### config.mk
export PLATFORM = sky130hd
export DESIGN_NAME = shreg_serial_port
export DESIGN_NICKNAME = d
export VERILOG_FILES = /design/src/rtl/shreg_pkg.sv /design/src/rtl/shreg_timing.sv /design/src/rtl/shreg_buffer.sv /design/src/rtl/shreg_ctrl.sv /design/src/rtl/shreg_serial_port.sv
export SDC_FILE = /design/constraint.sdc
export NUM_CORES = 1
export LEC_CHECK = 0
export BUFFER_PORTS_ARGS = -buffer_cell sky130_fd_sc_hd__buf_4
export CORE_AREA = 2 2 55 52
export DETAILED_ROUTE_END_ITERATION = 10
export DIE_AREA = 0 0 57 54
export PLACE_DENSITY = 0.76
export SYNTH_ARGS = -nofsm -noshare
export SYNTH_HDL_FRONTEND = slang
export SYNTH_SLANG_ARGS = --single-unit
export TNS_END_PERCENT = 10
### constraint.sdc
create_clock -name clk -period 1.9 [get_ports clk]
set_input_delay 0.095 -clock clk [delete_from_list [all_inputs] [get_ports clk]]
set_output_delay 0.095 -clock clk [all_outputs]
set_load 0.02 [all_outputs]
### src/rtl/shreg_pkg.sv
package shreg_pkg;

    typedef enum logic [1:0] {
        ST_IDLE = 2'd0,
        ST_TX   = 2'd1,
        ST_RX   = 2'd2
    } xfer_state_t;

endpackage

### src/rtl/shreg_timing.sv
// Phase and bit-slot counters for one transfer.
module shreg_timing #(
    parameter int PERIOD = 12,
    parameter int NBITS  = 8,
    parameter int PH_W   = $clog2(PERIOD),
    parameter int BIT_W  = $clog2(NBITS)
) (
    input  logic             clk,
    input  logic             rst_n,
    input  logic             active,
    output logic [PH_W-1:0]  phase,
    output logic             slot_end,
    output logic             last_slot
);

    localparam logic [PH_W-1:0]  PH_LAST  = PH_W'(PERIOD - 1);
    localparam logic [BIT_W-1:0] BIT_LAST = BIT_W'(NBITS - 1);

    logic [BIT_W-1:0] slot_q;

    always_ff @(posedge clk or negedge rst_n) begin
        if (!rst_n) begin
            phase  <= '0;
            slot_q <= '0;
        end else if (!active) begin
            phase  <= '0;
            slot_q <= '0;
        end else if (phase == PH_LAST) begin
            phase  <= '0;
            slot_q <= slot_q + 1'b1;
        end else begin
            phase  <= phase + 1'b1;
        end
    end

    always_comb begin
        slot_end  = active && (phase == PH_LAST);
        last_slot = (slot_q == BIT_LAST);
    end

endmodule

### src/rtl/shreg_buffer.sv
// Shared data buffer: loaded by a write, shifted right once per bit slot.
// Deliberately has no reset.
module shreg_buffer #(
    parameter int NBITS = 8
) (
    input  logic             clk,
    input  logic             load,
    input  logic [NBITS-1:0] load_data,
    input  logic             shift,
    input  logic             shift_in,
    output logic [NBITS-1:0] data_q
);

    always_ff @(posedge clk) begin
        if (load) begin
            data_q <= load_data;
        end else if (shift) begin
            data_q <= {shift_in, data_q[NBITS-1:1]};
        end
    end

endmodule

### src/rtl/shreg_ctrl.sv
// Transfer sequencer: state register, next-state logic and registered outputs.
module shreg_ctrl
    import shreg_pkg::*;
#(
    parameter int PERIOD = 12,
    parameter int SETUP  = 11,
    parameter int PH_W   = $clog2(PERIOD)
) (
    input  logic            clk,
    input  logic            rst_n,
    input  logic            wr_stb,
    input  logic            rx_en,
    input  logic            clr_tx_done,
    input  logic            clr_rx_done,
    input  logic [PH_W-1:0] phase,
    input  logic            slot_end,
    input  logic            last_slot,
    input  logic            buf_lsb,
    output logic            active,
    output logic            load,
    output logic            rx_mode,
    output logic            sclk,
    output logic            sd_out,
    output logic            sd_oe,
    output logic            tx_done,
    output logic            rx_done
);

    localparam int FALL_PH = PERIOD / 2;
    localparam int RISE_PH = SETUP;
    localparam logic [PH_W-1:0] FALL_AT = PH_W'(FALL_PH);
    localparam logic [PH_W-1:0] RISE_AT = PH_W'(RISE_PH);

    xfer_state_t state_q, state_d;
    logic        start_tx, start_rx, finish, low_win;

    // next-state logic
    always_comb begin
        start_tx = (state_q == ST_IDLE) && wr_stb && !tx_done;
        start_rx = (state_q == ST_IDLE) && rx_en && !rx_done && !start_tx;
        finish   = slot_end && last_slot;
        state_d  = state_q;
        unique case (state_q)
            ST_IDLE: begin
                if (start_tx)      state_d = ST_TX;
                else if (start_rx) state_d = ST_RX;
            end
            ST_TX:   if (finish) state_d = ST_IDLE;
            ST_RX:   if (finish) state_d = ST_IDLE;
            default: state_d = ST_IDLE;
        endcase
    end

    // state register
    always_ff @(posedge clk or negedge rst_n) begin
        if (!rst_n) state_q <= ST_IDLE;
        else        state_q <= state_d;
    end

    // low part of each bit slot for the serial clock
    always_comb begin
        low_win = (phase >= FALL_AT) && (phase < RISE_AT);
    end

    // registered outputs
    always_ff @(posedge clk or negedge rst_n) begin
        if (!rst_n) begin
            sclk    <= 1'b1;
            sd_out  <= 1'b1;
            sd_oe   <= 1'b0;
            tx_done <= 1'b0;
            rx_done <= 1'b0;
        end else begin
            unique case (state_q)
                ST_IDLE: begin
                    sclk   <= 1'b1;
                    sd_out <= 1'b1;
                    sd_oe  <= 1'b0;
                end
                ST_TX: begin
                    sclk   <= !low_win;
                    sd_out <= buf_lsb;
                    sd_oe  <= 1'b1;
                end
                ST_RX: begin
                    sclk   <= !low_win;
                    sd_out <= 1'b1;
                    sd_oe  <= 1'b0;
                end
                default: begin
                    sclk   <= 1'b1;
                    sd_out <= 1'b1;
                    sd_oe  <= 1'b0;
                end
            endcase
            if ((state_q == ST_TX) && finish) tx_done <= 1'b1;
            else if (clr_tx_done)             tx_done <= 1'b0;
            if ((state_q == ST_RX) && finish) rx_done <= 1'b1;
            else if (clr_rx_done)             rx_done <= 1'b0;
        end
    end

    always_comb begin
        active  = (state_q != ST_IDLE);
        load    = start_tx;
        rx_mode = (state_q == ST_RX);
    end

endmodule

### src/rtl/shreg_serial_port.sv
// Synchronous shift-register serial port, top level.
module shreg_serial_port #(
    parameter int NBITS  = 8,
    parameter int PERIOD = 12,
    parameter int SETUP  = 11
) (
    input  logic             clk,
    input  logic             rst_n,
    input  logic             wr_stb,
    input  logic [NBITS-1:0] wr_data,
    input  logic             rx_en,
    input  logic             clr_tx_done,
    input  logic             clr_rx_done,
    input  logic             sd_in,
    output logic             sd_out,
    output logic             sd_oe,
    output logic             sclk,
    output logic [NBITS-1:0] rx_buf,
    output logic             tx_done,
    output logic             rx_done
);

    localparam int PH_W  = $clog2(PERIOD);
    localparam int BIT_W = $clog2(NBITS);

    logic [PH_W-1:0]  phase;
    logic             slot_end, last_slot;
    logic             active, load, rx_mode, shift_in;
    logic [NBITS-1:0] buf_q;

    shreg_timing #(
        .PERIOD (PERIOD),
        .NBITS  (NBITS),
        .PH_W   (PH_W),
        .BIT_W  (BIT_W)
    ) u_timing (
        .clk       (clk),
        .rst_n     (rst_n),
        .active    (active),
        .phase     (phase),
        .slot_end  (slot_end),
        .last_slot (last_slot)
    );

    // receive shifts the line in; transmit rotates the byte back into place
    always_comb begin
        shift_in = rx_mode ? sd_in : buf_q[0];
    end

    shreg_buffer #(
        .NBITS (NBITS)
    ) u_buffer (
        .clk       (clk),
        .load      (load),
        .load_data (wr_data),
        .shift     (slot_end),
        .shift_in  (shift_in),
        .data_q    (buf_q)
    );

    shreg_ctrl #(
        .PERIOD (PERIOD),
        .SETUP  (SETUP),
        .PH_W   (PH_W)
    ) u_ctrl (
        .clk         (clk),
        .rst_n       (rst_n),
        .wr_stb      (wr_stb),
        .rx_en       (rx_en),
        .clr_tx_done (clr_tx_done),
        .clr_rx_done (clr_rx_done),
        .phase       (phase),
        .slot_end    (slot_end),
        .last_slot   (last_slot),
        .buf_lsb     (buf_q[0]),
        .active      (active),
        .load        (load),
        .rx_mode     (rx_mode),
        .sclk        (sclk),
        .sd_out      (sd_out),
        .sd_oe       (sd_oe),
        .tx_done     (tx_done),
        .rx_done     (rx_done)
    );

    always_comb begin
        rx_buf = buf_q;
    end

endmodule

==> impl_results.html, run 1 <==
<table>
<tr><th>Metric</th><th>Value</th></tr>
<tr><th colspan="2">Synthesis</th></tr>
<tr><td>Cell area after technology mapping</td><td>1080 µm²</td></tr>
<tr><td>#FFs+latches synth</td><td>22</td></tr>
<tr><td>Share of the synthesized netlist area taken by xor and xnor gates</td><td>0.809%</td></tr>
<tr><td>Share of flip-flops with an asynchronous set or reset after synthesis</td><td>63.6%</td></tr>
<tr><td>Proportion of synthesized area in mux cells</td><td>13.1%</td></tr>
<tr><td>Netlist cell types</td><td>27</td></tr>
<tr><td>Yosys synthesis warning count</td><td>0</td></tr>
<tr><td>Synthesized Nets</td><td>103</td></tr>
<tr><td>Area share of fa/ha/maj cells after synthesis</td><td>8.09%</td></tr>
<tr><td>Mean cell area of the mapped netlist</td><td>13.4 µm²</td></tr>
<tr><td>Sequential-to-total area share from yosys stat</td><td>54.8%</td></tr>
<tr><td>Area leader, netlist</td><td>sky130_fd_sc_hd__dfrtp_1</td></tr>
<tr><td>Post-Synth Simple-Gate Area</td><td>11.8%</td></tr>
<tr><td>Most used DFF post-synth</td><td>sky130_fd_sc_hd__dfrtp_1</td></tr>
<tr><td>Area share of the leading cell type in the synthesized netlist</td><td>27.7%</td></tr>
<tr><td>Cells taking the most area after synthesis</td><td>sky130_fd_sc_hd__dfrtp_1 (28%), sky130_fd_sc_hd__edfxtp_1 (22%), sky130_fd_sc_hd__mux2_4 (8.3%), sky130_fd_sc_hd__ha_1 (8.1%), sky130_fd_sc_hd__dfstp_2 (4.9%)</td></tr>
<tr><td>Share of the synthesized area in compound gates (AO/OA/AOI/OAI)</td><td>7.51%</td></tr>
<tr><td>Combinational family with the most area after synthesis</td><td>multiplexers</td></tr>
<tr><td>Number of synthesized flops with an enable pin</td><td>8</td></tr>
<tr><td>Instance count of the mapped netlist</td><td>81</td></tr>
<tr><th colspan="2">Floorplanning</th></tr>
<tr><td>Area enclosed by the die boundary</td><td>3080 µm²</td></tr>
<tr><td>Width of the chip</td><td>57 µm</td></tr>
<tr><td>IO Count</td><td>28</td></tr>
<tr><td>Number of core rows</td><td>18</td></tr>
<tr><td>Starting density of the core</td><td>42.2%</td></tr>
<tr><td>Die Span Y</td><td>54 µm</td></tr>
<tr><td>Std-Cell Core Area</td><td>2570 µm²</td></tr>
<tr><th colspan="2">Routing</th></tr>
<tr><td>First-iteration detailed-routing DRC count</td><td>13</td></tr>
<tr><td>Total detailed-routing wirelength</td><td>1920 µm</td></tr>
<tr><td>Routed Antenna Nets</td><td>0</td></tr>
<tr><td>Via density</td><td>5.01</td></tr>
<tr><td>Average wire length per cell after detail routing</td><td>13.4 µm</td></tr>
<tr><td>DR pass1 iterations</td><td>2</td></tr>
<tr><td>Routed vias</td><td>716</td></tr>
<tr><td>DRC</td><td>0</td></tr>
<tr><th colspan="2">STA</th></tr>
<tr><td>Max Fclk</td><td>0.650 GHz</td></tr>
<tr><td>Setup repair after global routing missed its margin</td><td>false</td></tr>
<tr><td>Worst Skew</td><td>0.00607 ns</td></tr>
<tr><td>Clock period minus final worst setup slack</td><td>1.54 ns</td></tr>
<tr><td>Transition at the pin with the smallest max-transition slack</td><td>0.229 ns</td></tr>
<tr><td>Period utilization</td><td>80.9%</td></tr>
<tr><td>Endpoints failing hold</td><td>0</td></tr>
<tr><td>Count of endpoints failing setup in the final report</td><td>0</td></tr>
<tr><td>Setup TNS after final layout</td><td>0 ns</td></tr>
<tr><td>Worst rel slew slack</td><td>84.7%</td></tr>
<tr><td>Final Slew Violations</td><td>0</td></tr>
<tr><th colspan="2">GRT</th></tr>
<tr><td>Remaining global-route overflow</td><td>0</td></tr>
<tr><td>Via count of the first global-routing pass</td><td>713</td></tr>
<tr><td>Fraction of met3 tracks used by global routing</td><td>1.44%</td></tr>
<tr><td>GRT Util Overall</td><td>13.5%</td></tr>
<tr><td>Global-route layer with the greatest usage</td><td>met2</td></tr>
<tr><td>Met2 Usage GRT</td><td>25.3%</td></tr>
<tr><td>Global-route wire length before repair</td><td>3130 µm</td></tr>
<tr><td>Met1 Resource Use GR</td><td>15.5%</td></tr>
<tr><td>Initial antenna violation count</td><td>0</td></tr>
<tr><td>Maximum number of pins on one net before global-route repair</td><td>15</td></tr>
<tr><th colspan="2">Layout</th></tr>
<tr><td>Non-Filler Instances</td><td>143</td></tr>
<tr><td>Area of the multi-input gates</td><td>447 µm²</td></tr>
<tr><td>Fillers</td><td>229</td></tr>
<tr><td>Most frequent standard cell in the layout excluding fill and tap cells</td><td>sky130_fd_sc_hd__buf_4</td></tr>
<tr><td>Fraction of layout instances using a drive strength above 1</td><td>39.8%</td></tr>
<tr><td>Sequential cell area</td><td>593 µm²</td></tr>
<tr><td>Number of nets in the layout</td><td>136</td></tr>
<tr><td>Final design area excluding fillers</td><td>1360 µm²</td></tr>
<tr><td>Number of inserted diodes</td><td>0</td></tr>
<tr><td>Area Overhead vs Synth</td><td>25.4%</td></tr>
<tr><td>Leading cell types in the layout, fill and taps excluded</td><td>sky130_fd_sc_hd__buf_4 (30), sky130_fd_sc_hd__dfrtp_1 (12), sky130_fd_sc_hd__nor2_1 (9)</td></tr>
<tr><th colspan="2">Clock network</th></tr>
<tr><td>Clock tree from TritonCTS</td><td>done</td></tr>
<tr><td># hold bufs at CTS</td><td>1</td></tr>
<tr><td>Clock tree sinks</td><td>22</td></tr>
<tr><td>Cells resized by post-CTS repair</td><td>0</td></tr>
<tr><td>Clock latency reported for the late side of the worst-skew pair</td><td>0.30 ns</td></tr>
<tr><td>Max Buffers Root-to-Sink</td><td>2</td></tr>
<tr><td>Buffer count from post-CTS setup fixing</td><td>0</td></tr>
<tr><td>Buffer cell driving the clock tree root</td><td>sky130_fd_sc_hd__clkbuf_4</td></tr>
<tr><td>CTS buffer count</td><td>3</td></tr>
<tr><td>Clock transition at path regs</td><td>0.12 ns</td></tr>
<tr><td>Clock H-tree levels</td><td>1</td></tr>
<tr><th colspan="2">Placement</th></tr>
<tr><td>Cell area reported after detailed placement</td><td>1320 µm²</td></tr>
<tr><td>Total half-perimeter wirelength after legalization and detailed placement</td><td>1520 µm</td></tr>
<tr><td>PortBufs</td><td>27</td></tr>
<tr><td>Cell total after placement</td><td>138</td></tr>
<tr><td>Routability congestion estimate</td><td>0.710</td></tr>
<tr><th colspan="2">Worst setup path</th></tr>
<tr><td>Cell with the biggest individual delay on the critical path</td><td>sky130_fd_sc_hd__dfrtp_1</td></tr>
<tr><td>Cell count of the worst reg-to-reg path</td><td>5</td></tr>
<tr><td>Sequence of cells on the critical path</td><td>inv_1 &gt; ha_1 &gt; nand3b_1 &gt; buf_4 &gt; mux2_2</td></tr>
<tr><td>Reg-to-reg critical path startpoint</td><td>u_ctrl.state_q[0]$_DFFE_PN0P_</td></tr>
<tr><td>End of the worst register-to-register path</td><td>u_buffer.data_q[4]$_DFFE_PP_</td></tr>
<tr><td>CP max stage delay</td><td>0.38 ns</td></tr>
<tr><td>Setup crit start kind</td><td>flip-flop</td></tr>
<tr><td>Data required time of the worst path</td><td>1.97 ns</td></tr>
<tr><td>Kind of end point of the critical path</td><td>flip-flop</td></tr>
<tr><td>Slack of the worst reg-to-reg path</td><td>0.36 ns</td></tr>
<tr><td>Setup Crit Path Kind</td><td>flip-flop to flip-flop</td></tr>
<tr><td>Crit Path Max Fanout</td><td>11</td></tr>
<tr><td>Worst Path Arrival</td><td>1.61 ns</td></tr>
<tr><th colspan="2">Power and ir drop</th></tr>
<tr><td>Ratio of total power to cell area</td><td>1170 nW/µm²</td></tr>
<tr><td>Leak pwr</td><td>0.695 nW</td></tr>
<tr><td>Maximum vdd drop</td><td>0.000823 V</td></tr>
<tr><th colspan="2">Flow run</th></tr>
<tr><td>Count of max-cap constraint violations</td><td>0</td></tr>
<tr><th colspan="2">Min path</th></tr>
<tr><td>Hold/Removal Path Class</td><td>primary input to flip-flop</td></tr>
<tr><td>Worst Hold Depth</td><td>2</td></tr>
<tr><td>Beginning of the worst hold path</td><td>wr_data[5]</td></tr>
<tr><td>Sink of the worst hold path</td><td>u_buffer.data_q[5]$_DFFE_PP_</td></tr>
<tr><th colspan="2">Status</th></tr>
<tr><td>Run status</td><td>finished clean</td></tr>
</table>
==> metal layers <==
metal	up-vias	routed length, µm
met4	0	8
li1	349	-
met2	11	1060
met1	354	816
met5	-	0
met3	2	36
==> how the worst max path moves through the flow <==
stage,startpoint,to,slack (ns),depth (start not counted)
after CTS,u_ctrl.state_q[0]$_DFFE_PN0P_,u_buffer.data_q[4]$_DFFE_PP_,0.35,5
final,u_ctrl.state_q[0]$_DFFE_PN0P_,u_buffer.data_q[4]$_DFFE_PP_,0.36,5
after detailed placement,u_ctrl.state_q[0]$_DFFE_PN0P_,u_buffer.data_q[4]$_DFFE_PP_,0.37,5
after floorplan,u_ctrl.state_q[0]$_DFFE_PN0P_,u_buffer.data_q[0]$_DFFE_PP_,0.07,4
after global placement,u_ctrl.state_q[1]$_DFFE_PN0P_,u_buffer.data_q[4]$_DFFE_PP_,0.42,5
after global routing,u_ctrl.state_q[0]$_DFFE_PN0P_,u_buffer.data_q[4]$_DFFE_PP_,0.27,5
==> power by group <==
group | switching [mW] | internal (mW) | total (mW) | leakage, nW
Sequential | 0.0755 | 0.636 | 0.712 | 0.258
Combinational | 0.346 | 0.323 | 0.669 | 0.421
Clock | 0.137 | 0.0765 | 0.213 | 0.0154
==> synthesized netlist by cell type, types with 2 or more instances <==
cell,number
sky130_fd_sc_hd__nor2_1,9
sky130_fd_sc_hd__mux2i_1,4
sky130_fd_sc_hd__edfxtp_1,8
sky130_fd_sc_hd__a22o_1,2
sky130_fd_sc_hd__o21ai_0,4
sky130_fd_sc_hd__dfstp_2,2
sky130_fd_sc_hd__mux2_4,6
sky130_fd_sc_hd__nand2b_1,3
sky130_fd_sc_hd__a21oi_1,4
sky130_fd_sc_hd__dfrtp_1,12
sky130_fd_sc_hd__inv_1,5
sky130_fd_sc_hd__ha_1,7
==> flip-flops by register name (all words and copies together), names as in the netlist <==
| signal | count |
|---|---|
| u_buffer.data_q | 8 |
| u_timing.phase | 4 |
| u_timing.slot_q | 3 |
| u_ctrl.state_q | 2 |
| u_ctrl.rx_done | 1 |
| u_ctrl.sclk | 1 |
| u_ctrl.sd_oe | 1 |
| u_ctrl.sd_out | 1 |
| u_ctrl.tx_done | 1 |
==> through the flow <==
stage / hold WS [ns] / worst slack [ns] / power [mW] / util (%)
CTS: 0.0802 / 0.349 / 1.61 / 52.9
floorplan: -0.201 / 0.0664 / 1.18 / -
detailed placement: -0.0467 / 0.367 / 1.40 / 51.5
global route: 0.0552 / 0.274 / 1.71 / 52.9
global placement: -0.0487 / 0.420 / 1.37 / 51.5
finish: 0.0854 / 0.362 / 1.59 / 52.9
==> cell type report <==
cell class / instances / share of cell area, %
sequential: 22 / 43.7
multi-input combinational: 51 / 32.9
timing repair buffer: 31 / 17.3
tap: 30 / 2.76
clock buffer: 3 / 1.66
inverter: 5 / 1.38
clock inverter: 1 / 0.276
==> cells by family after synthesis <==
| kind of cell | count (synthesis) |
|---|---|
| AOI/OAI and AO/OA | 13 |
| adders and majority gates | 7 |
| DFF | 22 |
| and+or+nand+nor | 19 |
| muxes | 11 |
| xor gates and xnor gates | 1 |
| buffers and inverters | 8 |
==> critical path, delay by kind of cell, from the launching register on <==
kind                       cells  cell delay (ns)
muxes                          1             0.35
and+or+nand+nor                1             0.08
buffers and inverters          2             0.29
adders and majority gates      1             0.22
DFF                            1             0.38
Note: power is estimated with default switching activity, not from simulation.
==> run 2, diff against run 1 <==
--- a/config.mk
+++ b/config.mk
@@ -6,10 +6,10 @@
 export NUM_CORES = 1
 export LEC_CHECK = 0
 export BUFFER_PORTS_ARGS = -buffer_cell sky130_fd_sc_hd__buf_4
-export CORE_AREA = 2 2 55 52
+export CORE_AREA = 2 2 52 49
 export DETAILED_ROUTE_END_ITERATION = 10
-export DIE_AREA = 0 0 57 54
-export PLACE_DENSITY = 0.76
+export DIE_AREA = 0 0 54 51
+export PLACE_DENSITY = 0.81
 export SYNTH_ARGS = -nofsm -noshare
 export SYNTH_HDL_FRONTEND = slang
 export SYNTH_SLANG_ARGS = --single-unit
==> constraint.sdc (replaced) <==
create_clock -name clk -period 1.6 [get_ports clk]
set_input_delay 0.08 -clock clk [delete_from_list [all_inputs] [get_ports clk]]
set_output_delay 0.08 -clock clk [all_outputs]
set_load 0.02 [all_outputs]
==> run 2 against run 1 <==
Net effect:
- first-iteration DRC count is 15% higher
- wire length is 13% higher
- via count is 3.8% higher
- worst hold slack worse by 0.021 ns
- global-route usage is 3.7 points higher
- die area is 11% lower
- count of clock-buffer cells in the layout is 1 higher
- maximum frequency is 0.34% lower
- power is 30% higher
- non-clock buffer count stayed put
- sequential power is 19% higher
- clock skew is 0.0046 ns lower
- critical endpoint unchanged
- largest power group is now combinational cells
==> impl_results.html, run 2 (synthesis results as in run 1) <==
<table>
<tr><th>Metric</th><th>Value</th></tr>
<tr><th colspan="2">Status</th></tr>
<tr><td>Run status</td><td>finished clean</td></tr>
<tr><th colspan="2">GRT</th></tr>
<tr><td>GRT Util Overall</td><td>17.2% (+3.7 points)</td></tr>
<tr><td>Initial antenna violation count</td><td>0 (unchanged)</td></tr>
<tr><td>Global-route wire length before repair</td><td>3330 µm (+6.4%)</td></tr>
<tr><td>Via count of the first global-routing pass</td><td>764 (+7.2%)</td></tr>
<tr><td>Maximum number of pins on one net before global-route repair</td><td>15 (unchanged)</td></tr>
<tr><td>Remaining global-route overflow</td><td>0 (unchanged)</td></tr>
<tr><th colspan="2">Power and ir drop</th></tr>
<tr><td>Cell internal pwr</td><td>1.36 mW (+31%)</td></tr>
<tr><td>P_sw</td><td>0.707 mW (+26%)</td></tr>
<tr><td>Leak pwr</td><td>0.713 nW (+2.7%)</td></tr>
<tr><td>Proportion of power drawn by flip-flops and latches</td><td>41.0% (-3.6 points)</td></tr>
<tr><td>Switching Share</td><td>34.2% (-0.86 points)</td></tr>
<tr><td>Maximum vdd drop</td><td>0.000986 V (+20%)</td></tr>
<tr><td>Ratio of total power to cell area</td><td>1480 nW/µm² (+26%)</td></tr>
<tr><td>Comb power frac</td><td>41.6% (-0.4 points)</td></tr>
<tr><td>Part of the power in the clock network</td><td>17.4% (+4.0 points)</td></tr>
<tr><td>Final total power</td><td>2.07 mW (+30%)</td></tr>
<tr><th colspan="2">STA</th></tr>
<tr><td>Final Slew Violations</td><td>0 (unchanged)</td></tr>
<tr><td>Count of endpoints failing setup in the final report</td><td>0 (unchanged)</td></tr>
<tr><td>Worst Skew</td><td>0.00144 ns (-0.00462 ns)</td></tr>
<tr><td>Transition at the pin with the smallest max-transition slack</td><td>0.238 ns (+0.00932 ns)</td></tr>
<tr><td>Endpoints failing hold</td><td>0 (unchanged)</td></tr>
<tr><td>Clock period minus final worst setup slack</td><td>1.54 ns (+0.00527 ns)</td></tr>
<tr><td>Setup repair after global routing missed its margin</td><td>true</td></tr>
<tr><td>Worst hold slack across all endpoints</td><td>0.0647 ns (-0.0207 ns)</td></tr>
<tr><td>Max Fclk</td><td>0.648 GHz (-0.34%)</td></tr>
<tr><td>Worst rel slew slack</td><td>84.1% (-0.62 points)</td></tr>
<tr><td>Period utilization</td><td>96.4% (+16 points)</td></tr>
<tr><th colspan="2">Layout</th></tr>
<tr><td>Area of the multi-input gates</td><td>450 µm² (+0.84%)</td></tr>
<tr><td>Area Overhead vs Synth</td><td>29.0%</td></tr>
<tr><td>Leading cell types in the layout, fill and taps excluded</td><td>sky130_fd_sc_hd__buf_4 (28), sky130_fd_sc_hd__dfrtp_1 (12), sky130_fd_sc_hd__nor2_1 (9)</td></tr>
<tr><td>Fillers</td><td>184 (-20%)</td></tr>
<tr><td>Registers with the highest flip-flop counts</td><td>u_buffer.data_q x8, u_timing.phase x4, u_timing.slot_q x3</td></tr>
<tr><td>Sequential cell area</td><td>593 µm² (unchanged)</td></tr>
<tr><td>Fraction of layout instances using a drive strength above 1</td><td>41.6% (+1.8 points)</td></tr>
<tr><td>Most flop-heavy register</td><td>u_buffer.data_q</td></tr>
<tr><td>Largest register FFs</td><td>8 (unchanged)</td></tr>
<tr><td>Most frequent standard cell in the layout excluding fill and tap cells</td><td>sky130_fd_sc_hd__buf_4</td></tr>
<tr><td>Number of nets in the layout</td><td>136 (unchanged)</td></tr>
<tr><td>Number of inserted diodes</td><td>0 (unchanged)</td></tr>
<tr><td>Non-Filler Instances</td><td>141 (-1.4%)</td></tr>
<tr><td>Utilization of the core after routing</td><td>60.8% (+7.9 points)</td></tr>
<tr><th colspan="2">Worst setup path</th></tr>
<tr><td>End of the worst register-to-register path</td><td>u_buffer.data_q[4]$_DFFE_PP_</td></tr>
<tr><td>Data required time of the worst path</td><td>1.67 ns (-0.30 ns)</td></tr>
<tr><td>Reg-to-reg critical path startpoint</td><td>u_ctrl.state_q[0]$_DFFE_PN0P_</td></tr>
<tr><td>Setup Crit Path Kind</td><td>flip-flop to flip-flop</td></tr>
<tr><td>Worst Path Arrival</td><td>1.62 ns (about the same)</td></tr>
<tr><td>Slack of the worst reg-to-reg path</td><td>0.06 ns (-0.31 ns)</td></tr>
<tr><td>Kind of end point of the critical path</td><td>flip-flop</td></tr>
<tr><td>Setup crit start kind</td><td>flip-flop</td></tr>
<tr><td>Crit Path Max Fanout</td><td>11 (unchanged)</td></tr>
<tr><td>Cell count of the worst reg-to-reg path</td><td>5 (unchanged)</td></tr>
<tr><th colspan="2">Clock network</th></tr>
<tr><td>Clock H-tree levels</td><td>1 (unchanged)</td></tr>
<tr><td>Buffer count from post-CTS setup fixing</td><td>0 (unchanged)</td></tr>
<tr><td>Clock tree from TritonCTS</td><td>done</td></tr>
<tr><td>Buffer cell driving the clock tree root</td><td>sky130_fd_sc_hd__clkbuf_4</td></tr>
<tr><td>Max Buffers Root-to-Sink</td><td>2 (unchanged)</td></tr>
<tr><td>Clock latency reported for the late side of the worst-skew pair</td><td>0.30 ns (about the same)</td></tr>
<tr><td>Clock tree sinks</td><td>22 (unchanged)</td></tr>
<tr><td>CTS buffer count</td><td>3 (unchanged)</td></tr>
<tr><td>Clock transition at path regs</td><td>0.12 ns (about the same)</td></tr>
<tr><th colspan="2">Min path</th></tr>
<tr><td>Sink of the worst hold path</td><td>u_buffer.data_q[3]$_DFFE_PP_</td></tr>
<tr><td>Worst Hold Depth</td><td>2 (unchanged)</td></tr>
<tr><td>Hold/Removal Path Class</td><td>primary input to flip-flop</td></tr>
<tr><td>Beginning of the worst hold path</td><td>wr_data[3]</td></tr>
<tr><th colspan="2">Routing</th></tr>
<tr><td>Average wire length per cell after detail routing</td><td>15.4 µm (+15%)</td></tr>
<tr><td>Via density</td><td>5.27 (+5.2%)</td></tr>
<tr><td>First-iteration detailed-routing DRC count</td><td>15 (+2)</td></tr>
<tr><td>DR pass1 iterations</td><td>4 (+2)</td></tr>
<tr><td>Routed Antenna Nets</td><td>0 (unchanged)</td></tr>
<tr><td>Total detailed-routing wirelength</td><td>2170 µm (+13%)</td></tr>
<tr><td>Routed vias</td><td>743 (+3.8%)</td></tr>
<tr><td>DRC</td><td>0 (unchanged)</td></tr>
<tr><th colspan="2">Placement</th></tr>
<tr><td>Cell total after placement</td><td>136 (-1.4%)</td></tr>
<tr><td>Routability congestion estimate</td><td>0.738 (+4.0%)</td></tr>
<tr><td>PortBufs</td><td>27 (unchanged)</td></tr>
<tr><td>Total half-perimeter wirelength after legalization and detailed placement</td><td>1650 µm (+8.7%)</td></tr>
<tr><th colspan="2">Floorplanning</th></tr>
<tr><td>Die Span Y</td><td>51 µm (-5.6%)</td></tr>
<tr><td>Starting density of the core</td><td>47.1% (+5.0 points)</td></tr>
<tr><td>Std-Cell Core Area</td><td>2300 µm² (-11%)</td></tr>
<tr><td>IO Count</td><td>28 (unchanged)</td></tr>
<tr><td>Number of core rows</td><td>17 (-1)</td></tr>
<tr><td>Width of the chip</td><td>54 µm (-5.3%)</td></tr>
<tr><td>Area enclosed by the die boundary</td><td>2750 µm² (-11%)</td></tr>
<tr><th colspan="2">Flow run</th></tr>
<tr><td>Count of max-cap constraint violations</td><td>0 (unchanged)</td></tr>
</table>
## run 2: repair_timing
| item | in CTS | in global routing |
|---|---|---|
| hold buffers | 1 | 0 |
| endpoints found under the hold margin | 14 | 0 |
| setup endpoints to repair | 0 | 9 |
| resized for setup | 0 | 1 |
## run 2: power by group through the flow
| stage | Combinational (mW) | Clock (mW) | Sequential (mW) |
|---|---|---|---|
| 5_1_grt | 0.931 | 0.399 | 0.863 |
| 4_1_cts | 0.863 | 0.365 | 0.848 |
| 6_report | 0.860 | 0.359 | 0.848 |
| 3_3_place_gp | 0.805 | 0 | 0.846 |
| 2_1_floorplan | 0.481 | 0 | 0.924 |
| 3_5_place_dp | 0.849 | 0 | 0.860 |
## run 2: final cells by class
cell class,count,area share (%)
Inverter,5,1.34
Clock buffer,4,3.41
Multi-Input combinational cell,51,32.3
Tap cell,28,2.51
Sequential cell,22,42.5
Timing Repair Buffer,31,18.0
## run 2: how the worst max path moves through the flow
stage / startpoint / to / cells past startpoint
after CTS: u_ctrl.state_q[0]$_DFFE_PN0P_ / u_buffer.data_q[2]$_DFFE_PP_ / 5
after detailed placement: u_ctrl.state_q[0]$_DFFE_PN0P_ / u_buffer.data_q[4]$_DFFE_PP_ / 5
after global routing: u_ctrl.state_q[0]$_DFFE_PN0P_ / u_buffer.data_q[4]$_DFFE_PP_ / 5
after global placement: u_ctrl.state_q[1]$_DFFE_PN0P_ / u_buffer.data_q[1]$_DFFE_PP_ / 5
final: u_ctrl.state_q[0]$_DFFE_PN0P_ / u_buffer.data_q[4]$_DFFE_PP_ / 5
after floorplan: u_ctrl.state_q[0]$_DFFE_PN0P_ / u_buffer.data_q[0]$_DFFE_PP_ / 5
## run 2: metrics by stage
stage,TNS (ns),area (µm²),worst slack [ns]
after floorplan,0,1090,0.107
after detailed placement,0,1340,0.0940
final,0,1400,0.0571
after global placement,0,1340,0.140
after global routing,-0.00126,1400,-0.00126
after CTS,0,1390,0.0521
## run 2: routing by layer
layer  vias up  track usage [%]  wire, µm
met5         -                0         0
met4         0             6.25        29
met3         2             4.39        75
met2        16             29.7      1150
met1       375             20.2       910
li1        350                -         -
## run 2: worst max-delay path, stage by stage (launching register included)
cell,delay [ns]
sky130_fd_sc_hd__dfrtp_1,0.37
sky130_fd_sc_hd__inv_1,0.08
sky130_fd_sc_hd__ha_1,0.23
sky130_fd_sc_hd__nand3b_1,0.14
sky130_fd_sc_hd__buf_12,0.16
sky130_fd_sc_hd__mux2_2,0.33
==> run 3, diff against run 2 <==
--- a/config.mk
+++ b/config.mk
@@ -6,10 +6,10 @@
 export NUM_CORES = 1
 export LEC_CHECK = 0
 export BUFFER_PORTS_ARGS = -buffer_cell sky130_fd_sc_hd__buf_4
-export CORE_AREA = 2 2 52 49
+export CORE_AREA = 2 2 55 52
 export DETAILED_ROUTE_END_ITERATION = 10
-export DIE_AREA = 0 0 54 51
-export PLACE_DENSITY = 0.81
+export DIE_AREA = 0 0 57 54
+export PLACE_DENSITY = 0.74
 export SYNTH_ARGS = -nofsm -noshare
 export SYNTH_HDL_FRONTEND = slang
 export SYNTH_SLANG_ARGS = --single-unit
==> run 3 against run 2 <==
Net effect:
- global-route usage down 4.3 points
- via count down 6.2%
- count of clock-buffer cells in the layout down 1
- combinational power down 5.6%
- wire length down 12%
- largest cell class unchanged
- largest power group is now registers
- highest routed layer unchanged
==> impl_results.html, run 3 (synthesis results as in run 1) <==
<table>
<tr><th>Metric</th><th>Value</th></tr>
<tr><th colspan="2">Clock network</th></tr>
<tr><td>Clock H-tree levels</td><td>1 (unchanged)</td></tr>
<tr><td>Clock tree from TritonCTS</td><td>done</td></tr>
<tr><td>CTS buffer count</td><td>3 (unchanged)</td></tr>
<tr><td>Buffer count from post-CTS setup fixing</td><td>0 (unchanged)</td></tr>
<tr><td>Clock tree sinks</td><td>22 (unchanged)</td></tr>
<tr><td>Clock transition at path regs</td><td>0.12 ns (about the same)</td></tr>
<tr><td>Buffer cell driving the clock tree root</td><td>sky130_fd_sc_hd__clkbuf_4</td></tr>
<tr><td>Max Buffers Root-to-Sink</td><td>2 (unchanged)</td></tr>
<tr><td>Clock latency reported for the late side of the worst-skew pair</td><td>0.30 ns (about the same)</td></tr>
<tr><th colspan="2">GRT</th></tr>
<tr><td>GRT Util Overall</td><td>12.9% (-4.3 points)</td></tr>
<tr><td>Global-route wire length before repair</td><td>2970 µm (-11%)</td></tr>
<tr><td>Remaining global-route overflow</td><td>0 (unchanged)</td></tr>
<tr><td>Via count of the first global-routing pass</td><td>658 (-14%)</td></tr>
<tr><td>Initial antenna violation count</td><td>0 (unchanged)</td></tr>
<tr><td>Maximum number of pins on one net before global-route repair</td><td>15 (unchanged)</td></tr>
<tr><th colspan="2">Min path</th></tr>
<tr><td>Worst Hold Depth</td><td>2 (unchanged)</td></tr>
<tr><td>Hold/Removal Path Class</td><td>primary input to flip-flop</td></tr>
<tr><th colspan="2">STA</th></tr>
<tr><td>Transition at the pin with the smallest max-transition slack</td><td>0.252 ns (+0.0141 ns)</td></tr>
<tr><td>Worst rel slew slack</td><td>83.1% (-0.94 points)</td></tr>
<tr><td>Worst hold slack across all endpoints</td><td>0.0675 ns (+0.00284 ns)</td></tr>
<tr><td>Max Fclk</td><td>0.651 GHz (+0.46%)</td></tr>
<tr><td>Endpoints failing hold</td><td>0 (unchanged)</td></tr>
<tr><td>Count of endpoints failing setup in the final report</td><td>0 (unchanged)</td></tr>
<tr><td>Worst Skew</td><td>0.00765 ns (+0.00621 ns)</td></tr>
<tr><td>Clock period minus final worst setup slack</td><td>1.54 ns (-0.00700 ns)</td></tr>
<tr><td>Final Slew Violations</td><td>0 (unchanged)</td></tr>
<tr><td>Period utilization</td><td>96.0% (-0.44 points)</td></tr>
<tr><td>Setup TNS after final layout</td><td>0 ns (unchanged)</td></tr>
<tr><td>Setup repair after global routing missed its margin</td><td>false</td></tr>
<tr><th colspan="2">Floorplanning</th></tr>
<tr><td>Std-Cell Core Area</td><td>2570 µm² (+12%)</td></tr>
<tr><td>Area enclosed by the die boundary</td><td>3080 µm² (+12%)</td></tr>
<tr><td>Starting density of the core</td><td>42.2% (-5.0 points)</td></tr>
<tr><td>Die Span Y</td><td>54 µm (+5.9%)</td></tr>
<tr><td>IO Count</td><td>28 (unchanged)</td></tr>
<tr><td>Width of the chip</td><td>57 µm (+5.6%)</td></tr>
<tr><td>Number of core rows</td><td>18 (+1)</td></tr>
<tr><th colspan="2">Worst setup path</th></tr>
<tr><td>Setup crit start kind</td><td>flip-flop</td></tr>
<tr><td>Kind of end point of the critical path</td><td>flip-flop</td></tr>
<tr><td>Crit Path Max Fanout</td><td>8 (-3)</td></tr>
<tr><td>Slack of the worst reg-to-reg path</td><td>0.06 ns (about the same)</td></tr>
<tr><td>Cell count of the worst reg-to-reg path</td><td>5 (unchanged)</td></tr>
<tr><td>Data required time of the worst path</td><td>1.67 ns (about the same)</td></tr>
<tr><td>Setup Crit Path Kind</td><td>flip-flop to flip-flop</td></tr>
<tr><td>Worst Path Arrival</td><td>1.61 ns (about the same)</td></tr>
<tr><th colspan="2">Layout</th></tr>
<tr><td>Number of nets in the layout</td><td>137 (+0.74%)</td></tr>
<tr><td>Registers with the highest flip-flop counts</td><td>u_buffer.data_q x8, u_timing.phase x4, u_timing.slot_q x3</td></tr>
<tr><td>Fillers</td><td>217 (+18%)</td></tr>
<tr><td>Leading cell types in the layout, fill and taps excluded</td><td>sky130_fd_sc_hd__buf_4 (31), sky130_fd_sc_hd__dfrtp_1 (12), sky130_fd_sc_hd__nor2_1 (9)</td></tr>
<tr><td>Fraction of layout instances using a drive strength above 1</td><td>42.1% (+0.51 points)</td></tr>
<tr><td>Number of inserted diodes</td><td>0 (unchanged)</td></tr>
<tr><td>Sequential cell area</td><td>593 µm² (unchanged)</td></tr>
<tr><td>Non-Filler Instances</td><td>144 (+2.1%)</td></tr>
<tr><td>Area of the multi-input gates</td><td>450 µm² (unchanged)</td></tr>
<tr><td>Most flop-heavy register</td><td>u_buffer.data_q</td></tr>
<tr><td>Utilization of the core after routing</td><td>54.3% (-6.4 points)</td></tr>
<tr><td>Largest register FFs</td><td>8 (unchanged)</td></tr>
<tr><td>Most frequent standard cell in the layout excluding fill and tap cells</td><td>sky130_fd_sc_hd__buf_4</td></tr>
<tr><td>Area Overhead vs Synth</td><td>28.9% (about the same)</td></tr>
<tr><th colspan="2">Power and ir drop</th></tr>
<tr><td>Leak pwr</td><td>0.713 nW (about the same)</td></tr>
<tr><td>Maximum vdd drop</td><td>0.000800 V (-19%)</td></tr>
<tr><td>Part of the power in the clock network</td><td>20.2% (+2.8 points)</td></tr>
<tr><td>Final total power</td><td>2.07 mW (+0.37%)</td></tr>
<tr><td>Comb power frac</td><td>39.2% (-2.4 points)</td></tr>
<tr><td>Cell internal pwr</td><td>1.40 mW (+3.2%)</td></tr>
<tr><td>Ratio of total power to cell area</td><td>1490 nW/µm² (+0.46%)</td></tr>
<tr><td>P_sw</td><td>0.671 mW (-5.0%)</td></tr>
<tr><td>Proportion of power drawn by flip-flops and latches</td><td>40.7% (-0.3 points)</td></tr>
<tr><td>Switching Share</td><td>32.3% (-1.8 points)</td></tr>
<tr><th colspan="2">Routing</th></tr>
<tr><td>DRC</td><td>0 (unchanged)</td></tr>
<tr><td>First-iteration detailed-routing DRC count</td><td>14 (-1)</td></tr>
<tr><td>Total detailed-routing wirelength</td><td>1910 µm (-12%)</td></tr>
<tr><td>Via density</td><td>4.84 (-8.1%)</td></tr>
<tr><td>DR pass1 iterations</td><td>4 (unchanged)</td></tr>
<tr><td>Routed vias</td><td>697 (-6.2%)</td></tr>
<tr><td>Average wire length per cell after detail routing</td><td>13.3 µm (-14%)</td></tr>
<tr><td>Routed Antenna Nets</td><td>0 (unchanged)</td></tr>
<tr><th colspan="2">Placement</th></tr>
<tr><td>PortBufs</td><td>27 (unchanged)</td></tr>
<tr><td>Total half-perimeter wirelength after legalization and detailed placement</td><td>1530 µm (-7.3%)</td></tr>
<tr><td>Cell total after placement</td><td>139 (+2.2%)</td></tr>
<tr><td>Routability congestion estimate</td><td>0.728 (-1.4%)</td></tr>
<tr><th colspan="2">Flow run</th></tr>
<tr><td>Count of max-cap constraint violations</td><td>0 (unchanged)</td></tr>
<tr><th colspan="2">Status</th></tr>
<tr><td>Run status</td><td>finished clean</td></tr>
</table>
[run 3: cell count changes in the layout (fill, tap and decap cells not counted), sizes merged]
cell	before	now
buf	30	31
bufinv	0	1
clkbuf	4	3
[run 3: final timing paths]
check,startpoint,end
setup / recovery,u_ctrl.state_q[0]$_DFFE_PN0P_,u_buffer.data_q[4]$_DFFE_PP_
setup reg to reg,u_ctrl.state_q[0]$_DFFE_PN0P_,u_buffer.data_q[4]$_DFFE_PP_
max in group asynchronous,rst_n,u_ctrl.sclk$_DFF_PN1_
min in group asynchronous,rst_n,u_timing.slot_q[0]$_DFFE_PN0P_
hold reg to reg,u_buffer.data_q[0]$_DFFE_PP_,u_ctrl.sd_out$_DFF_PN1_
hold / removal,wr_data[3],u_buffer.data_q[3]$_DFFE_PP_
[run 3: critical path, stage by stage, from the launching register on]
cell and delay [ns]:
sky130_fd_sc_hd__dfrtp_1 0.37, sky130_fd_sc_hd__inv_1 0.08, sky130_fd_sc_hd__ha_1 0.22, sky130_fd_sc_hd__nand3b_1 0.12, sky130_fd_sc_hd__buf_4 0.18, sky130_fd_sc_hd__mux2_2 0.34
[run 3: power by group through the flow]
stage / logic, mW / clock network, mW / registers, mW
after floorplan: 0.481 / 0 / 0.924
after global placement: 0.796 / 0 / 0.847
after detailed placement: 0.822 / 0 / 0.858
after CTS: 0.827 / 0.433 / 0.844
after global routing: 0.877 / 0.457 / 0.862
final: 0.812 / 0.418 / 0.844
[run 3: per-stage QoR]
step           area (µm²)  worst slack [ns]
2_1_floorplan        1090             0.107
3_3_place_gp         1330             0.132
3_5_place_dp         1330            0.0756
4_1_cts              1400            0.0606
5_1_grt              1400           0.00779
6_report             1400            0.0641
[run 3: final cells by class]
class	count	share of cell area [%]
inverters	5	1.35
clock buffers	3	1.61
clock inverters	1	2.15
repair buffers	32	17.4
flip-flops and latches	22	42.5
multi-input cells	51	32.3
well taps	30	2.69
[run 3: per-layer routing]
metal | track usage, % | wire length, µm | up-vias
met4 | 6.98 | 25 | 0
met5 | 0 | 0 | -
met3 | 1.20 | 60 | 2
li1 | - | - | 351
met2 | 22.0 | 962 | 11
met1 | 16.4 | 860 | 333
[run 3: timing repair]
item / in CTS / in global routing
hold endpoints to repair: 14 / 0
endpoints found under the setup margin: 0 / 0
hold buffers: 1 / 0
gates resized for setup: 0 / 0
